--- config.mk ---
export PLATFORM = sky130hd
export DESIGN_NAME = cfg_stream_packer
export DESIGN_NICKNAME = d
export VERILOG_FILES = /design/src/rtl/cfgsp_pkg.sv /design/src/rtl/cfgsp_preamble.sv /design/src/rtl/cfgsp_hdr_enc.sv /design/src/rtl/cfgsp_seq.sv /design/src/rtl/cfg_stream_packer.sv
export SDC_FILE = /design/constraint.sdc
export NUM_CORES = 1
export LEC_CHECK = 0
export ABC_AREA = 1
export BUFFER_PORTS_ARGS = -buffer_cell sky130_fd_sc_hd__buf_2
export CELL_PAD_IN_SITES_DETAIL_PLACEMENT = 0
export CELL_PAD_IN_SITES_GLOBAL_PLACEMENT = 1
export CORE_ASPECT_RATIO = 1.1
export CORE_UTILIZATION = 40
export DETAILED_ROUTE_END_ITERATION = 8
export PLACE_DENSITY_LB_ADDON = 0.1
export SLEW_MARGIN = 20
export SYNTH_ARGS = -nofsm -noshare
export SYNTH_HDL_FRONTEND = slang
export SYNTH_SLANG_ARGS = --single-unit
--- constraint.sdc ---
create_clock -name clk -period 2.7 [get_ports clk]
set_input_delay 0 -clock clk [delete_from_list [all_inputs] [get_ports clk]]
set_output_delay 0 -clock clk [all_outputs]
set_load 0.01 [all_outputs]
--- src/rtl/cfgsp_pkg.sv ---
package cfgsp_pkg;
  localparam int WORD_W  = 32;
  localparam int TYPE_W  = 3;
  localparam int OP_W    = 2;
  localparam int ADDR_W  = 14;
  localparam int LEN_W   = 27;
  localparam int SHORT_W = 11;
  localparam int PRE_N   = 6;
  localparam int PIDX_W  = $clog2(PRE_N + 1);

  typedef enum logic [2:0] {
    PH_IDLE, PH_PRE, PH_WAIT, PH_HDR, PH_DATA, PH_END
  } phase_e;

  typedef struct packed {
    logic [TYPE_W-1:0] kind;
    logic [OP_W-1:0]   op;
    logic [ADDR_W-1:0] addr;
    logic [LEN_W-1:0]  len;
    logic              last_pkt;
  } desc_t;

  function automatic logic [WORD_W-1:0] sync_word(input logic [PIDX_W-1:0] idx);
    case (idx)
      3'd0:    sync_word = 32'hFFFF_FFFF;
      3'd1:    sync_word = 32'h0000_00BB;
      3'd2:    sync_word = 32'h1122_0044;
      3'd3:    sync_word = 32'hFFFF_FFFF;
      3'd4:    sync_word = 32'hFFFF_FFFF;
      3'd5:    sync_word = 32'hAA99_5566;
      default: sync_word = '0;
    endcase
  endfunction

  function automatic logic [WORD_W-1:0] make_header(
      input logic [TYPE_W-1:0] kind, input logic [OP_W-1:0] op,
      input logic [ADDR_W-1:0] addr, input logic [LEN_W-1:0] len);
    case (kind)
      3'd1:    make_header = {kind, op, addr, 2'b00, len[SHORT_W-1:0]};
      3'd2:    make_header = {kind, op, len};
      default: make_header = {kind, {(WORD_W-TYPE_W){1'b0}}};
    endcase
  endfunction

  function automatic logic [LEN_W-1:0] words_after(
      input logic [TYPE_W-1:0] kind, input logic [LEN_W-1:0] len);
    case (kind)
      3'd1:    words_after = {{(LEN_W-SHORT_W){1'b0}}, len[SHORT_W-1:0]};
      3'd2:    words_after = len;
      default: words_after = '0;
    endcase
  endfunction
endpackage

--- src/rtl/cfgsp_preamble.sv ---
module cfgsp_preamble
  import cfgsp_pkg::*;
#(
  parameter int IDX_W = PIDX_W,
  parameter int DW    = WORD_W
) (
  input  logic [IDX_W-1:0] idx,
  output logic [DW-1:0]    word
);
  always_comb word = sync_word(idx);
endmodule

--- src/rtl/cfgsp_hdr_enc.sv ---
module cfgsp_hdr_enc
  import cfgsp_pkg::*;
#(
  parameter int DW = WORD_W,
  parameter int LW = LEN_W
) (
  input  logic [TYPE_W-1:0] kind,
  input  logic [OP_W-1:0]   op,
  input  logic [ADDR_W-1:0] addr,
  input  logic [LW-1:0]     len,
  output logic [DW-1:0]     hdr,
  output logic [LW-1:0]     count,
  output logic              empty
);
  always_comb begin
    hdr   = make_header(kind, op, addr, len);
    count = words_after(kind, len);
    empty = (count == '0);
  end
endmodule

--- src/rtl/cfgsp_seq.sv ---
module cfgsp_seq
  import cfgsp_pkg::*;
#(
  parameter int DW = WORD_W,
  parameter int LW = LEN_W
) (
  input  logic              clk,
  input  logic              rst_n,
  input  logic              start,
  input  logic              start_nopkt,
  input  logic              desc_valid,
  input  desc_t             desc_in,
  output logic              desc_ready,
  output desc_t             desc_q,
  input  logic [DW-1:0]     hdr_word,
  input  logic [LW-1:0]     hdr_count,
  input  logic              hdr_empty,
  output logic [PIDX_W-1:0] pre_idx,
  input  logic [DW-1:0]     pre_word,
  input  logic              pay_valid,
  output logic              pay_ready,
  input  logic [DW-1:0]     pay_data,
  output logic              out_valid,
  input  logic              out_ready,
  output logic [DW-1:0]     out_data,
  output logic              out_last,
  output logic              ev_out_hs,
  output logic              ev_in_payload
);
  localparam logic [PIDX_W-1:0] PRE_LAST = PIDX_W'(PRE_N - 1);

  phase_e            ph_q;
  logic [PIDX_W-1:0] idx_q;
  logic [LW-1:0]     rem_q;
  logic              nopkt_q;

  assign pre_idx = idx_q;

  always_comb begin
    desc_ready = (ph_q == PH_WAIT);
    out_valid  = 1'b0;
    out_data   = '0;
    out_last   = 1'b0;
    case (ph_q)
      PH_PRE: begin
        out_valid = 1'b1;
        out_data  = pre_word;
        out_last  = nopkt_q && (idx_q == PRE_LAST);
      end
      PH_HDR: begin
        out_valid = 1'b1;
        out_data  = hdr_word;
        out_last  = desc_q.last_pkt && hdr_empty;
      end
      PH_DATA: begin
        out_valid = pay_valid;
        out_data  = pay_data;
        out_last  = pay_valid && desc_q.last_pkt && (rem_q == LW'(1));
      end
      default: ;
    endcase
    pay_ready     = (ph_q == PH_DATA) && out_ready;
    ev_out_hs     = out_valid && out_ready;
    ev_in_payload = (ph_q == PH_DATA);
  end

  always_ff @(posedge clk) begin
    if (!rst_n) begin
      ph_q    <= PH_IDLE;
      idx_q   <= '0;
      rem_q   <= '0;
      nopkt_q <= 1'b0;
      desc_q  <= '0;
    end else begin
      case (ph_q)
        PH_IDLE: if (start) begin
          ph_q    <= PH_PRE;
          idx_q   <= '0;
          nopkt_q <= start_nopkt;
        end
        PH_PRE: if (ev_out_hs) begin
          if (idx_q == PRE_LAST) ph_q <= nopkt_q ? PH_IDLE : PH_WAIT;
          else idx_q <= idx_q + 1'b1;
        end
        PH_WAIT: if (desc_valid) begin
          desc_q <= desc_in;
          ph_q   <= PH_HDR;
        end
        PH_HDR: if (ev_out_hs) begin
          if (hdr_empty) ph_q <= PH_END;
          else begin
            rem_q <= hdr_count;
            ph_q  <= PH_DATA;
          end
        end
        PH_DATA: if (ev_out_hs) begin
          rem_q <= rem_q - 1'b1;
          if (rem_q == LW'(1)) ph_q <= PH_END;
        end
        PH_END: ph_q <= desc_q.last_pkt ? PH_IDLE : PH_WAIT;
        default: ph_q <= PH_IDLE;
      endcase
    end
  end
endmodule

--- src/rtl/cfg_stream_packer.sv ---
module cfg_stream_packer
  import cfgsp_pkg::*;
(
  input  logic                 clk,
  input  logic                 rst_n,
  input  logic                 start,
  input  logic                 start_nopkt,
  input  logic                 desc_valid,
  output logic                 desc_ready,
  input  logic [TYPE_W-1:0]    desc_type,
  input  logic [OP_W-1:0]      desc_op,
  input  logic [ADDR_W-1:0]    desc_addr,
  input  logic [LEN_W-1:0]     desc_len,
  input  logic                 desc_final,
  input  logic                 pay_valid,
  output logic                 pay_ready,
  input  logic [WORD_W-1:0]    pay_data,
  output logic                 out_valid,
  input  logic                 out_ready,
  output logic [WORD_W-1:0]    out_data,
  output logic                 out_last
);
  desc_t             desc_in, desc_q;
  logic [WORD_W-1:0] hdr_word, pre_word;
  logic [LEN_W-1:0]  hdr_count;
  logic              hdr_empty;
  logic [PIDX_W-1:0] pre_idx;
  logic              ev_out_hs, ev_in_payload;

  assign desc_in = '{kind: desc_type, op: desc_op, addr: desc_addr,
                     len: desc_len, last_pkt: desc_final};

  cfgsp_preamble u_pre (.idx(pre_idx), .word(pre_word));

  cfgsp_hdr_enc u_enc (
    .kind(desc_q.kind), .op(desc_q.op), .addr(desc_q.addr), .len(desc_q.len),
    .hdr(hdr_word), .count(hdr_count), .empty(hdr_empty)
  );

  cfgsp_seq u_seq (
    .clk(clk), .rst_n(rst_n), .start(start), .start_nopkt(start_nopkt),
    .desc_valid(desc_valid), .desc_in(desc_in), .desc_ready(desc_ready),
    .desc_q(desc_q), .hdr_word(hdr_word), .hdr_count(hdr_count),
    .hdr_empty(hdr_empty), .pre_idx(pre_idx), .pre_word(pre_word),
    .pay_valid(pay_valid), .pay_ready(pay_ready), .pay_data(pay_data),
    .out_valid(out_valid), .out_ready(out_ready), .out_data(out_data),
    .out_last(out_last), .ev_out_hs(ev_out_hs), .ev_in_payload(ev_in_payload)
  );
endmodule

==> Word-level counts from Yosys, hierarchy flattened <==
Index checks and enable logic that the tools add are counted.
W data, S select, Z words.
{ "totals": {"latchBits": 0, "n_memories": 0, "rom_bits": 0, "ram_bits": 0, "register_bits": 81, "elab_cells": 76, "input_bits": 86, "out_inout_bits": 36} }
{ "op_classes": {"n_bitwise": 0, "add_sub_neg": 2, "multipliers": 0, "n_reduce_logical": 18, "n_shift": 0, "n_div": 0, "n_mux": 25, "eq_ne": 22, "n_lt_le_gt_ge": 0} }
{ "ops": {"columns": ["op", "n"], "rows": [
  ["$pmux W32 S4", 1],
  ["$pmux W27 S2", 2],
  ["$pmux W32 S3", 1],
  ["$mux W27", 3],
  ["$pmux W29 S2", 1],
  ["$mux W3", 10],
  ["$eq A27 B1 Y1 const B", 1],
  ["$logic_not A27 Y1", 1],
  ["$sub A27 B1 Y27 const B", 1],
  ["$pmux W3 S6", 1],
  ["$ne A2 B2 Y1 const B", 8],
  ["$eq A3 B2 Y1 const B", 5],
  ["$eq A3 B3 Y1 const B", 4],
  ["$eq A3 B1 Y1 const B", 3],
  ["$reduce_and A4 Y1", 2],
  ["$reduce_and A7 Y1", 1],
  ["$logic_and A1 B1 Y1", 6],
  ["$logic_not A3 Y1", 2],
  ["$pmux W3 S2", 1],
  ["$mux W2", 2],
  ["$reduce_and A2 Y1", 2],
  ["$reduce_bool A2 Y1", 2],
  ["$add A3 B1 Y3 const B", 1],
  ["$pmux W1 S3", 1],
  ["5 further kinds", 5]
]} }

==> Longest topological paths before layout <==
Gate-level depths: netlist of the first run.
{ "depth": {"ltp_word": 6, "mapped_depth": 12} }

==> Hierarchy <==
A second synthesis of the first run with hierarchy kept.
{ "unflattened": {"cells_unflattened": 958, "area_unflattened_um2": 5651.7} }
{ "by_module_without_submodules": {"columns": ["module", "area_per_inst_um2", "n_inst", "seq_area_each_um2", "cells_each"], "rows": [
  ["cfgsp_seq", 4722.0, 1, 1621.6, 776],
  ["cfgsp_hdr_enc", 666.9, 1, 0.0, 141],
  ["cfgsp_preamble", 262.8, 1, 0.0, 41]
]} }

==> Worst setup path before layout of the first run <==
OpenSTA, ideal clock, no wires.
{ "synth_timing": {"path_type": "reg2reg", "start": "register u_seq.ph_q[2]", "end": "register u_seq.rem_q[18]", "arrival_time_ps": 1614, "synth_period_minus_slack_ps": 1753, "setup_ps": 139, "stages_incl_launch_ff": 10, "slack_ps": 947, "path_cell_list": "dfxtp_1 buf_2 nand3_2 o21ai_1 nand2_1 a21oi_4 nand2_4 buf_6 nand2_2 a21oi_2"} }
{ "synth_between": {"elab_chain_len": 6, "elab_cells_between_ends": 12} }
{ "synth_rtl": {"columns": ["item", "line", "text"], "rows": [
  ["start, declared", "cfgsp_seq.sv:32", "phase_e ph_q;"],
  ["start signal, assigned", "cfgsp_seq.sv:82", "if (idx_q == PRE_LAST) ph_q <= nopkt_q ? PH_IDLE : PH_WAIT;"],
  ["start signal, assigned", "cfgsp_seq.sv:100", "PH_END: ph_q <= desc_q.last_pkt ? PH_IDLE : PH_WAIT;"],
  ["$eq A3 B1 Y1 / $eq A3 B2 Y1 (equally long branches)", "cfgsp_seq.sv:44", "case (ph_q)"],
  ["$reduce_or A2 Y1 (no source line)", null, null],
  ["$pmux W1 S2 *", "cfgsp_seq.sv:44", null],
  ["via out_valid", "cfg_stream_packer.sv:18", "output logic out_valid,"],
  ["$logic_and A1 B1 Y1 *", "cfgsp_seq.sv:63", "ev_out_hs = out_valid && out_ready;"],
  ["$ne A2 B2 Y1 (no source line)", null, null],
  ["$reduce_and A4 Y1 (no source line) *", null, null],
  ["end signal, assigned", "cfgsp_seq.sv:92", "rem_q <= hdr_count;"],
  ["end signal, assigned", "cfgsp_seq.sv:97", "rem_q <= rem_q - 1'b1;"],
  ["end, declared", "cfgsp_seq.sv:34", "logic [LW-1:0] rem_q;"]
]} }
Mark *: on every way through the listed nets, which the timed path passes. The rest lies on a longest branch.
A chain may end at the register's enable or synchronous reset.

==> Worst setup path after layout of the first run <==
{ "layout_timing": {"start": "register u_seq.desc_q[45] (netlist name)", "end": "output port out_last"} }
{ "layout_between": {"elab_chain_len": 5, "elab_cells_between_ends": 6} }
{ "layout_rtl": {"columns": ["item", "line", "text"], "rows": [
  ["$eq A3 B2 Y1 / $eq A3 B1 Y1 (equally long branches)", "cfgsp_pkg.sv:47", "case (kind)"],
  ["$pmux W27 S2 *", "cfgsp_pkg.sv:47", null],
  ["$logic_not A27 Y1 *", "cfgsp_hdr_enc.sv:18", "empty = (count == '0);"],
  ["$logic_and A1 B1 Y1 *", "cfgsp_seq.sv:53", "out_last = desc_q.last_pkt && hdr_empty;"],
  ["$pmux W1 S3 *", "cfgsp_seq.sv:44", null],
  ["end, declared", "cfg_stream_packer.sv:21", "output logic out_last"]
]} }
Mark *: on every way between the ends. The rest lies on a longest branch, timed or not.

==> results of run 1 <==
==> cell families after synthesis <==
group,count (synthesis),share of synthesized area (%)
xor+xnor,11,1.90
buf+inv,116,9.32
flops,81,32.0
fa+ha+maj,6,1.48
simple gates,423,36.0
compound gates,174,19.3
==> how the worst max path moves through the flow <==
stage	from	endpoint	slack (ns)	depth (start not counted)
after global routing	u_seq.desc_q[45]	out_last	0.11	11
final	u_seq.desc_q[45]	out_last	0.26	11
after floorplan	u_seq.ph_q[2]	u_seq.rem_q[18]	0.95	9
after detailed placement	u_seq.desc_q[45]	u_seq.rem_q[6]	0.37	12
after global placement	u_seq.desc_q[45]	u_seq.rem_q[7]	0.50	12
after CTS	u_seq.pre_idx[0]	out_data[31]	0.16	9
==> repair_timing <==
item | CTS | global route
resized for setup | 0 | 1
hold buffers | 49 | 0
hold endpoints to repair | 48 | 0
setup endpoints to repair | 0 | 7
==> metrics by stage <==
| stage | utilization (%) | hold WS [ns] | instance area (um^2) | power, mW | instances |
|---|---|---|---|---|---|
| floorplan | - | 0.103 | 5070 | 2.75 | 811 |
| global placement | 47.5 | 0.226 | 5790 | 3.41 | 1059 |
| detailed placement | 47.5 | 0.233 | 5790 | 3.43 | 1059 |
| CTS | 54.1 | 0.144 | 6590 | 4.81 | 1123 |
| global route | 54.1 | 0.171 | 6590 | 5.11 | 1123 |
| finish | 54.1 | 0.167 | 6590 | 4.81 | 1123 |
==> layer usage <==
layer | part of all wire, % | global-route usage, %
met5 | 0 | 0
met4 | 2.0 | 10.4
met3 | 5.1 | 4.02
met2 | 48 | 43.4
met1 | 45 | 36.7
==> registers in the layout, indices dropped and copies added (netlist names) <==
register       flops
u_seq.nopkt_q      1
u_seq.ph_q         3
u_seq.desc_q      47
u_seq.rem_q       27
u_seq.pre_idx      3
==> worst max-delay path, stage by stage (launching register included) <==
cell and delay, ns:
dfxtp_1 0.48, inv_2 0.10, nand3_2 0.29, nand2_4 0.20, nand2_1 0.20, nand3_2 0.11
nor2_4 0.15, nand3_1 0.16, nand2_1 0.13, nand2_1 0.05, o21ai_0 0.06, buf_2 0.15
==> layout by cell type (no fill, tap or decap), drive strengths merged, types with 4 or more instances in the layout <==
| cell type | n |
|---|---|
| o211ai | 11 |
| o21ai | 83 |
| xnor2 | 7 |
| nand3 | 76 |
| dlygate4sd3 | 49 |
| nand3b | 4 |
| clkbuf | 12 |
| buf | 136 |
| a21oi | 70 |
| inv | 73 |
| nand4 | 11 |
| nor2 | 136 |
| dfxtp | 81 |
| ha | 6 |
| nand2 | 192 |
| xor2 | 4 |
==> power by group through the flow <==
| stage | Clock (mW) | Sequential, mW | Combinational (mW) |
|---|---|---|---|
| finish | 1.32 | 1.46 | 2.04 |
| global route | 1.39 | 1.47 | 2.25 |
| CTS | 1.34 | 1.45 | 2.02 |
| detailed placement | 0 | 1.48 | 1.95 |
| global placement | 0 | 1.47 | 1.93 |
| floorplan | 0 | 1.44 | 1.31 |
==> area by class of cell <==
class	count	area, um^2
clock inverters	3	65.1
well taps	154	193
fillers	1265	5600
inverters	74	278
repair buffers	185	1210
multi-input cells	614	2980
flip-flops and latches	81	1620
clock buffers	12	246
==> results by group, run 1 <==
Route
  – Antenna Nets Post-Route: 0
  – Iteration-0 DRC Markers: 406
  – Final WL: 17.4 mm
  – Vias post-DR: approximately 6,000
  – Drt wl/cell: between 15 and 20 um
  – Vias per inst: 5.23
  – Pre-antenna DRT Iters: 7
  – Remaining routing DRC violations: 0

STA
  – Setup_tns: 0 ns
  – Fin crit share: between 90% and 100%
  – Slew Limit Headroom: between 30% and 40%
  – Skew final: 0.00699 ns
  – Fin crit period: 2.44 ns
  – Worst Max-Slew Pin Slew: 0.994 ns
  – Count of final setup violators: 0
  – Fin. Hold Viols: 0
  – F_max: 410 MHz
  – Slew Viols, Final: 0
  – PnR worst setup slack: around 0.26 ns
  – RSZ-0062 raised after global routing: no

Power and ir drop
  – Cell Pwr Density: 730 nW/um^2
  – Comb power frac: a little over two fifths
  – Switch share: 39.4%
  – Net Switching: about 1.9 mW
  – Clock group share of total power: 27.4%
  – Internal Power: 2.92 mW
  – Peak supply drop: 0.000384 V
  – Seq pwr share: ~30%
  – Leak: 3.03 nW

Clock tree
  – CTS buffer count: 9
  – # Post-CTS Setup Buffers: 0
  – Clock latency on the worst-skew pair: 0.34 ns
  – H-tree depth: 3
  – CTS max path bufs: 2
  – TritonCTS clock tree: built
  – Clk sinks: between 80 and 90
  – CTS root buffer: clkbuf_16
  – Clk pin slew, worst setup/hold paths: 0.06 ns

Setup path
  – CP Launch Type: register
  – Reg2reg end: u_seq.rem_q[21]
  – CP Class: reg2out
  – Worst path arrival time: 2.44 ns
  – Critical path peak fanout: 16
  – Reg2reg start: u_seq.desc_q[45]
  – Crit path required time: 2.70 ns
  – Reg2Reg Setup Slack: 0.34 ns
  – R2R depth: 11
  – CP endpoint kind: primary output

Logic synthesis
  – EDFF count, synth: 0
  – Synth area leader: dfxtp_1
  – Synth Register Bits: between 80 and 90
  – Post-synthesis sequential area ratio: a little under a third
  – Warnings, synthesis: 0
  – Commonest cells post-synth: 179 x nand2_1, 132 x nor2_1, 81 x dfxtp_1, 81 x o21ai_0, 72 x nand3_1
  – Syn_area_per_cell: around 6.3 um^2
  – Most area-consuming cells after synthesis: dfxtp_1 32%, nand2_1 13%, nor2_1 9.8%, o21ai_0 8.0%, nand3_1 7.1%
  – Syn Nets: 903
  – Post-Syn Instances: 811
  – Cell area after synthesis: roughly 5100 um^2
  – Synth Flop Type: dfxtp_1
  – Synth unique cells: 40
  – Async S/R FF share, synth: 0%
  – Share of the synthesized area in the top cell type: 32.0%
  – Count leader, synth: nand2_1

Placed design
  – Pre-CTS WS: 0.368 ns
  – Placer Congestion: 0.915
  – Hpwl dp: ~12 mm
  – Port bufs: between 100 and 150

Floorplanning
  – Initial Utilization: 41.6%
  – Std cell rows: 42
  – Placeable Area: roughly 12,000 um^2
  – Die area: 13,100 um^2
  – Die width: about 110 um
  – I/O pin count: 122
  – Die height: between 100 and 150 um

Global route
  – Gr ovfl total: 0
  – Global-route usage over all layers: 27.2%
  – Vias in the first global route: around 5,400
  – Initial antenna violation count: 0
  – Largest net degree at the start of global routing: between 60 and 70
  – First-pass GRT wire length: 27.4 mm

Final layout
  – Synthesis-to-finish area growth: 30.0%
  – Final net count: 1,057
  – Share of layout cells above drive strength 1: 19.2%
  – N_diodes: 0

Hold path
  – Worst hold path cell count: 5
  – Worst Hold Path EP: u_seq.pre_idx[2]
  – Hold crit path type: in2reg
  – HP Start: out_ready

Status
  – Status: completed

Flow run
  – Max-cap violation count: 0
(Power assumes the default switching activity.)
==> run 2, diff against run 1 <==
--- a/config.mk
+++ b/config.mk
@@ -11,6 +11,7 @@
 export CELL_PAD_IN_SITES_GLOBAL_PLACEMENT = 1
 export CORE_ASPECT_RATIO = 1.1
 export CORE_UTILIZATION = 40
+export CTS_BUF_LIST = sky130_fd_sc_hd__clkbuf_16
 export DETAILED_ROUTE_END_ITERATION = 8
 export PLACE_DENSITY_LB_ADDON = 0.1
 export SLEW_MARGIN = 20
==> results by group, run 2 (same netlist as run 1, synthesis figures left out) <==
Final layout
  – Synthesis-to-finish area growth: 29.8% (was 30.0%)
  – Commonest non-fill, non-tap cell in the layout: nand2_1 (unchanged)
  – Number of flip-flops in the largest register: 47 (unchanged)
  – Share of layout cells above drive strength 1: 19.1% (was 19.2%)
  – Fin area: 6580 um^2 (was 6590 um^2)
  – Fin util: 54.0% (was 54.1%)
  – FF+latch area: 1620 um^2 (unchanged)
  – Top flop regs: u_seq.desc_q (47), u_seq.rem_q (27) (unchanged)
  – Final net count: 1,057 (unchanged)
  – Multi-input gate area: 2980 um^2 (unchanged)
  – N_diodes: 0 (unchanged)
  – Post-route insts no fill: 1,123 (unchanged)
  – Largest Register: u_seq.desc_q (unchanged)
  – Most frequent cells in the layout: 179 x nand2_1, 131 x nor2_1, 121 x buf_2, 81 x o21ai_0, 81 x dfxtp_1 (unchanged)
  – Filler instances: 1,266 (was 1,265)

Setup path
  – Worst path arrival time: 2.44 ns (about the same)
  – Top cell by count, worst path: nand2_1 (unchanged)
  – CP Launch Type: register (unchanged)
  – Crit path required time: 2.70 ns (about the same)
  – Max incr delay on CP: 0.48 ns (about the same)
  – CP endpoint kind: primary output (unchanged)
  – Top delay family on crit path: simple AND/OR/NAND/NOR gates (unchanged)
  – Crit-path cells: inv_2 -> nand3_2 -> nand2_4 -> nand2_1 -> nand3_2 -> nor2_4 -> nand3_1 -> nand2_1 -> nand2_1 -> o21ai_0 -> buf_2 (unchanged)
  – Slowest-stage cell, CP: dfxtp_1 (unchanged)
  – Critical path peak fanout: 16 (unchanged)
  – CP bufs+invs: 2 (unchanged)
  – CP Class: reg2out (unchanged)

Placed design
  – Hpwl dp: 12.4 mm (unchanged)
  – Port bufs: 121 (unchanged)
  – Cells after DPL: 1,059 (unchanged)
  – Placer Congestion: 0.915 (unchanged)
  – Placed cell area: 5790 um^2 (unchanged)
  – Pre-CTS WS: 0.368 ns (unchanged)

Route
  – Remaining routing DRC violations: 0 (unchanged)
  – Vias post-DR: 5,894 (was 5,873)
  – Iteration-0 DRC Markers: 408 (was 406)
  – Pre-antenna DRT Iters: 5 (was 7)
  – Drt wl/cell: 15.5 um (about the same)
  – Antenna Nets Post-Route: 0 (unchanged)
  – Final WL: 17.4 mm (about the same)
  – Vias per inst: 5.25 (was 5.23)

Power and ir drop
  – Internal Power: 2.88 mW (was 2.92 mW)
  – Peak supply drop: 0.000384 V (about the same)
  – Cell Pwr Density: 725 nW/um^2 (was 730 nW/um^2)
  – Switch share: 39.6% (was 39.4%)
  – Leak: 3.03 nW (about the same)
  – Total power: 4.77 mW (was 4.81 mW)
  – Clock group share of total power: 26.8% (was 27.4%)
  – Net Switching: 1.89 mW (about the same)
  – Seq pwr share: 30.5% (was 30.3%)
  – Comb power frac: 42.7% (was 42.3%)

Clock tree
  – TritonCTS clock tree: built (unchanged)
  – H-tree depth: 3 (unchanged)
  – CTS max path bufs: 2 (unchanged)
  – Clk sinks: 81 (unchanged)
  – Clk pin slew, worst setup/hold paths: 0.06 ns (about the same)
  – CTS root buffer: clkbuf_16 (unchanged)
  – Clock latency on the worst-skew pair: 0.34 ns (about the same)
  – CTS buffer count: 9 (unchanged)

Global route
  – Vias in the first global route: 5,392 (unchanged)
  – Global-route usage over all layers: 27.2% (unchanged)
  – Initial antenna violation count: 0 (unchanged)
  – Largest net degree at the start of global routing: 62 (unchanged)
  – Gr ovfl total: 0 (unchanged)
  – First-pass GRT wire length: 27.4 mm (about the same)

STA
  – Fin crit share: 90.4% (was 90.3%)
  – F_max: 410 MHz (about the same)
  – Slew Viols, Final: 0 (unchanged)
  – Fin. Hold Viols: 0 (unchanged)
  – Skew final: 0.00735 ns (was 0.00699 ns)
  – Slew Limit Headroom: 33.8% (was 33.6%)
  – RSZ-0062 raised after global routing: no (unchanged)
  – Count of final setup violators: 0 (unchanged)
  – Worst Max-Slew Pin Slew: 0.992 ns (was 0.994 ns)
  – Setup_tns: 0 ns (unchanged)
  – Hold Worst Slack: 0.177 ns (was 0.167 ns)
  – PnR worst setup slack: 0.259 ns (was 0.261 ns)
  – Fin crit period: 2.44 ns (about the same)

Floorplanning
  – I/O pin count: 122 (unchanged)
  – Die height: 120 um (unchanged)
  – Placeable Area: 12,200 um^2 (unchanged)
  – Std cell rows: 42 (unchanged)
  – Initial Utilization: 41.6% (unchanged)
  – Die width: 109 um (unchanged)
  – Die area: 13,100 um^2 (unchanged)

Flow run
  – Max-cap violation count: 0 (unchanged)

Hold path
  – Hold crit path type: in2reg (unchanged)

Status
  – Status: completed (unchanged)
## run 2: changes by cell type in the layout (fill, tap and decap cells not counted)
cell      change
inv_1         +2
clkbuf_8      -1
clkinv_1      +1
clkbuf_1      -2
## run 2: layout make-up
| cell class | count | area share, % |
|---|---|---|
| Clock buffer | 9 | 3.42 |
| Clock inverter | 6 | 1.16 |
| Inverter | 74 | 4.22 |
| Multi-Input combinational cell | 614 | 45.3 |
| Sequential cell | 81 | 24.6 |
| Tap cell | 154 | 2.93 |
| Timing Repair Buffer | 185 | 18.4 |
## run 2: what timing repair did
item	CTS	global route
hold buffers	49	0
setup endpoints to repair	0	7
resized for setup	0	1
hold endpoints to repair	48	0
setup buffers	0	0
## run 2: final timing paths
| check | start | cells after the start | slack (ns) | endpoint |
|---|---|---|---|---|
| hold reg to reg | u_seq.desc_q[32] | 2 | 0.46 | u_seq.desc_q[32] |
| setup / recovery | u_seq.desc_q[45] | 11 | 0.26 | out_last |
| hold / removal | out_ready | 5 | 0.18 | u_seq.pre_idx[2] |
| setup reg to reg | u_seq.desc_q[45] | 11 | 0.34 | u_seq.rem_q[21] |
## run 2: routing by layer
layer,vias up,GRT usage [%],part of all wire [%]
met3,22,4.02,5.1
met1,2704,36.7,46
met2,214,43.4,47
li1,2954,-,-
met5,-,0,0
met4,0,10.4,1.8
## run 2: worst reg2reg max path: cells and delay by family (launching register included)
| family | cells | cell delay (ns) |
|---|---|---|
| AOI/OAI and AO/OA | 1 | 0.14 |
| buffers and inverters | 2 | 0.41 |
| DFF | 1 | 0.48 |
| and+or+nand+nor | 8 | 1.23 |
## run 2: power by group through the flow
stage	registers, mW	logic [mW]	clock network (mW)
2_1_floorplan	1.44	1.31	0
3_3_place_gp	1.47	1.93	0
3_5_place_dp	1.48	1.95	0
4_1_cts	1.45	2.02	1.30
5_1_grt	1.47	2.25	1.35
6_report	1.46	2.04	1.28
